==> config.mk <==
export PLATFORM = sky130hd
export DESIGN_NAME = ring_gate
export DESIGN_NICKNAME = d
export VERILOG_FILES = /design/src/rtl/ring_gate_pkg.sv /design/src/rtl/rg_sync.sv /design/src/rtl/rg_edge.sv /design/src/rtl/rg_toggle.sv /design/src/rtl/ring_gate.sv
export SDC_FILE = /design/constraint.sdc
export NUM_CORES = 1
export LEC_CHECK = 0
export ABC_AREA = 1
export CORE_AREA = 2 2 39 41
export DETAILED_ROUTE_END_ITERATION = 8
export DIE_AREA = 0 0 41 43
export PLACE_DENSITY_LB_ADDON = 0.1
export SLEW_MARGIN = 25
export SYNTH_ARGS = -nofsm -noshare
export SYNTH_HDL_FRONTEND = slang
export SYNTH_HIERARCHICAL = 1
export SYNTH_SLANG_ARGS = --single-unit
==> constraint.sdc <==
create_clock -name clk -period 1.1 [get_ports clk]
set_input_delay 0.33 -clock clk [delete_from_list [all_inputs] [get_ports clk]]
set_output_delay 0.33 -clock clk [all_outputs]
set_load 0.02 [all_outputs]
==> src/rtl/ring_gate_pkg.sv <==
package ring_gate_pkg;
  // Falling transition between two consecutive samples.
  function automatic logic fell(input logic prev, input logic cur);
    return prev & ~cur;
  endfunction

  // Rising transition between two consecutive samples.
  function automatic logic rose(input logic prev, input logic cur);
    return ~prev & cur;
  endfunction

  // Next state of a toggle stage with synchronous clear priority.
  function automatic logic tgl_next(input logic q, input logic clr, input logic tgl);
    if (clr) return 1'b0;
    return tgl ? ~q : q;
  endfunction
endpackage

==> src/rtl/rg_sync.sv <==
module rg_sync #(
  parameter int STAGES = 2
) (
  input  logic clk,
  input  logic rst_n,
  input  logic d,
  output logic q
);
  logic [STAGES-1:0] chain;

  always_ff @(posedge clk or negedge rst_n) begin
    if (!rst_n) chain <= '0;
    else        chain <= {chain[STAGES-2:0], d};
  end

  assign q = chain[STAGES-1];
endmodule

==> src/rtl/rg_edge.sv <==
module rg_edge
  import ring_gate_pkg::*;
(
  input  logic clk,
  input  logic rst_n,
  input  logic clr,
  input  logic sig,
  output logic rise_evt,
  output logic fall_evt
);
  logic prev;

  always_ff @(posedge clk or negedge rst_n) begin
    if (!rst_n)   prev <= 1'b0;
    else if (clr) prev <= 1'b0;
    else          prev <= sig;
  end

  assign rise_evt = rose(prev, sig);
  assign fall_evt = fell(prev, sig);
endmodule

==> src/rtl/rg_toggle.sv <==
module rg_toggle
  import ring_gate_pkg::*;
(
  input  logic clk,
  input  logic rst_n,
  input  logic clr,
  input  logic tgl,
  output logic q
);
  always_ff @(posedge clk or negedge rst_n) begin
    if (!rst_n) q <= 1'b0;
    else        q <= tgl_next(q, clr, tgl);
  end

  AST_TGL_FLIPS: assert property (@(posedge clk) disable iff (!rst_n)
    (tgl && !clr) |=> (q != $past(q)));
  AST_TGL_CLEARS: assert property (@(posedge clk) disable iff (!rst_n)
    clr |=> !q);
endmodule

==> src/rtl/ring_gate.sv <==
module ring_gate #(
  parameter int SYNC_STAGES = 2
) (
  input  logic clk,
  input  logic rst_n,
  input  logic arm,
  input  logic ring_in,
  output logic win,
  output logic done
);
  logic ring_s;
  logic ring_rise, ring_fall;
  logic open_q, lock_q;
  logic open_tgl, lock_tgl;
  logic open_rise_unused, open_fall;
  logic gate_pass;
  logic done_q;

  rg_sync #(.STAGES(SYNC_STAGES)) u_sync (
    .clk(clk), .rst_n(rst_n), .d(ring_in), .q(ring_s)
  );

  rg_edge u_ring_edge (
    .clk(clk), .rst_n(rst_n), .clr(1'b0), .sig(ring_s),
    .rise_evt(ring_rise), .fall_evt(ring_fall)
  );

  // Feedback: the locking stage blocks edges from the opening stage.
  assign gate_pass = ~lock_q;
  assign open_tgl  = ring_fall & gate_pass;

  rg_toggle u_open (
    .clk(clk), .rst_n(rst_n), .clr(arm), .tgl(open_tgl), .q(open_q)
  );

  // Locking stage fires on a rise of the opening stage's complement.
  rg_edge u_open_edge (
    .clk(clk), .rst_n(rst_n), .clr(arm), .sig(open_q),
    .rise_evt(open_rise_unused), .fall_evt(open_fall)
  );

  assign lock_tgl = open_fall & ~lock_q;

  rg_toggle u_lock (
    .clk(clk), .rst_n(rst_n), .clr(arm), .tgl(lock_tgl), .q(lock_q)
  );

  always_ff @(posedge clk or negedge rst_n) begin
    if (!rst_n)   done_q <= 1'b0;
    else if (arm) done_q <= 1'b0;
    else          done_q <= lock_tgl;
  end

  assign win  = open_q;
  assign done = done_q;

  AST_OPEN_NEEDS_FALL: assert property (@(posedge clk) disable iff (!rst_n)
    $rose(open_q) |-> $past(ring_fall));
  AST_RISE_NO_EFFECT: assert property (@(posedge clk) disable iff (!rst_n)
    (ring_rise && !arm) |=> $stable(open_q));
  AST_DONE_SINGLE: assert property (@(posedge clk) disable iff (!rst_n)
    done_q |=> !done_q);
  AST_DONE_AFTER_CLOSE: assert property (@(posedge clk) disable iff (!rst_n)
    done_q |-> (!open_q && $past(open_q, 2)));
  AST_LOCK_HOLDS: assert property (@(posedge clk) disable iff (!rst_n)
    (lock_q && !arm) |=> ($stable(open_q) && lock_q));
  AST_ARM_CLEARS: assert property (@(posedge clk) disable iff (!rst_n)
    arm |=> (!open_q && !lock_q && !done_q));
endmodule

==> impl_metrics.env <==
export IMPL_num_rows=14
export IMPL_drt_initial_drc_count=1
export IMPL_path_buf_inv=1
export IMPL_swShare_pct=22.6
export IMPL_rr_startpoint="u_open/q"
export IMPL_p_per_area_nw_per_um2=1450
export IMPL_fin_skew_ns=0.00351
export IMPL_reg2reg_depth=7
export IMPL_nets=47
export IMPL_max_stage_delay_ns=0.39
export IMPL_initial_core_util_pct=19.8
export IMPL_syn_area_sq_um=274
export IMPL_reg2reg_to="u_lock/q"
export IMPL_syn_nets=36
export IMPL_gp_congestion=0.661
export IMPL_grt_max_degree=8
export IMPL_critPathSlowestCell="dfrtp_1"
export IMPL_drc=0
export IMPL_ir_worst_vdd_v=0.000417
export IMPL_hold_viol_final=0
export IMPL_port_buffers=5
export IMPL_cp_start_kind="register"
export IMPL_cts_tree="built"
export IMPL_diodes=0
export IMPL_grt_use_total_pct=8.22
export IMPL_max_freq_mhz=905
export IMPL_viasPerCell=3.71
export IMPL_setup_violations=1
export IMPL_layout_drive_gt1_share_pct=21.4
export IMPL_layout_setup_ws_ns=-0.00473
export IMPL_grt_antenna_before_repair=0
export IMPL_slew_violations=0
export IMPL_cts_reportedPaths_clkPinSlew_ns=0.05
export IMPL_cts_buffer_depth=2
export IMPL_violations="negative setup slack"
export IMPL_hpwl_microns=344
export IMPL_regToRegSetupSlack_ns=0.08
export IMPL_power_switching_uw=125
export IMPL_finalPower_uw=556
export IMPL_p_int_uw=431
export IMPL_placed_area_sq_um=344
export IMPL_core_area_sq_um=1380
export IMPL_clock_power_share_pct=42.0
export IMPL_area_growth_synth_to_final_pct=39.7
export IMPL_cp_cell_sequence="buf_6"
export IMPL_holdWs_ns=0.334
export IMPL_drt_total_wl_microns=474
export IMPL_clock_root_buffer="clkbuf_4"
export IMPL_vias=215
export IMPL_p_leak_uw=0.000201
export IMPL_grt_pass1_vias=244
export IMPL_die_w_microns=41
export IMPL_rsz0062_at_grt="true"
export IMPL_first_pass_iters=2
export IMPL_syn_area_per_cell_sq_um=8.56
export IMPL_maxCapViolCount=0
export IMPL_ant_nets=0
export IMPL_path_class="register to output pin"
export IMPL_cp_end_kind="output pin"
export IMPL_worstPathArrival_ns=0.77
export IMPL_combPwrFrac_pct=8.7
export IMPL_hold_class="input pin to asynchronous set/reset pin"
export IMPL_postLayoutCellArea_sq_um=383
export IMPL_synth_warnings=6
export IMPL_p_seq_share_pct=49.3
export IMPL_critPathMaxFanout=2
export IMPL_outcome="finished, violations left"
export IMPL_grt_ovfl_total=0
export IMPL_fillers=157
export IMPL_crit_family="flip-flops"
export IMPL_drt_wirelength_per_cell_microns=8.17
export IMPL_die_y_microns=43
export IMPL_grt_pass1_wl_microns=876
export IMPL_layout_min_cycle_time_ns=1.10
export IMPL_finalCritPeriodShare_pct=100
export IMPL_cts_max_level=1
export IMPL_crit_start="u_open/q"
export IMPL_die_area_sq_um=1760
export IMPL_io_pins=6
export IMPL_cts_sinks=7
export IMPL_cts_buffers=3
export IMPL_clock_latency_ns=0.25
export IMPL_required_ns=0.77
export IMPL_synth_cells=32
## power by group through the flow
stage          Combinational (uW)  Sequential (uW)  Clock, uW
2_1_floorplan                15.7              281          0
5_1_grt                      55.1              275        272
4_1_cts                      46.1              273        254
3_3_place_gp                 43.0              278          0
3_5_place_dp                 44.0              279          0
6_report                     48.3              274        234
## how the worst max path moves through the flow
stage / to / slack (ns) / cells after the start
2_1_floorplan: u_lock/q / 0.12 / 6
3_3_place_gp: win / -0.23 / 1
3_5_place_dp: win / -0.24 / 1
4_1_cts: win / -0.03 / 1
5_1_grt: win / -0.05 / 1
6_report: win / -0.005 / 1
## cells in the final DEF (no fill, tap or decap)
master and count:
nand2_2 1, inv_1 9, conb_1 1, nor2_2 2, nor2_1 8, buf_6 2, clkbuf_1 1, clkdlybuf4s50_1 3
nand2_1 4, dfrtp_1 7, buf_4 1, clkbuf_4 3
## repair_timing
action	4_1_cts	5_1_grt
buffers inserted	1	0
setup endpoints to repair	2	2
resized for setup	8	5
hold buffers	0	0
## metal layers
layer	track usage [%]	wire length (microns)	vias to the layer above
met3	3.14	24	0
met5	0	0	-
li1	-	-	105
met4	8.00	0	0
met1	6.98	192	106
met2	13.1	256	4
## through the flow
stage	util (%)	setup WS, ns	instances	TNS [ns]
final	27.7	-0.00473	58	-0.00473
after global routing	27.7	-0.0455	58	-0.0502
after CTS	26.6	-0.0323	58	-0.0323
after detailed placement	24.9	-0.244	53	-0.484
after global placement	24.9	-0.227	53	-0.437
after floorplan	-	0.124	32	0
## state kept, by name, indices dropped and copies added, names as in the netlist
| signal | count |
|---|---|
| u_sync/chain | 2 |
| u_open_edge/prev | 1 |
| u_open/q | 1 |
| u_ring_edge/prev | 1 |
| done | 1 |
| u_lock/q | 1 |
## area by class of cell
| cell class | count | area, sq um | area share (%) |
|---|---|---|---|
| Clock buffer | 4 | 26.3 | 6.86 |
| Inverter | 9 | 33.8 | 8.82 |
| Multi-Input combinational cell | 16 | 67.6 | 17.6 |
| Sequential cell | 7 | 175 | 45.8 |
| Tap cell | 16 | 20.0 | 5.23 |
| Timing Repair Buffer | 6 | 60.1 | 15.7 |
No activity file was read; power rests on OpenSTA's default activity.
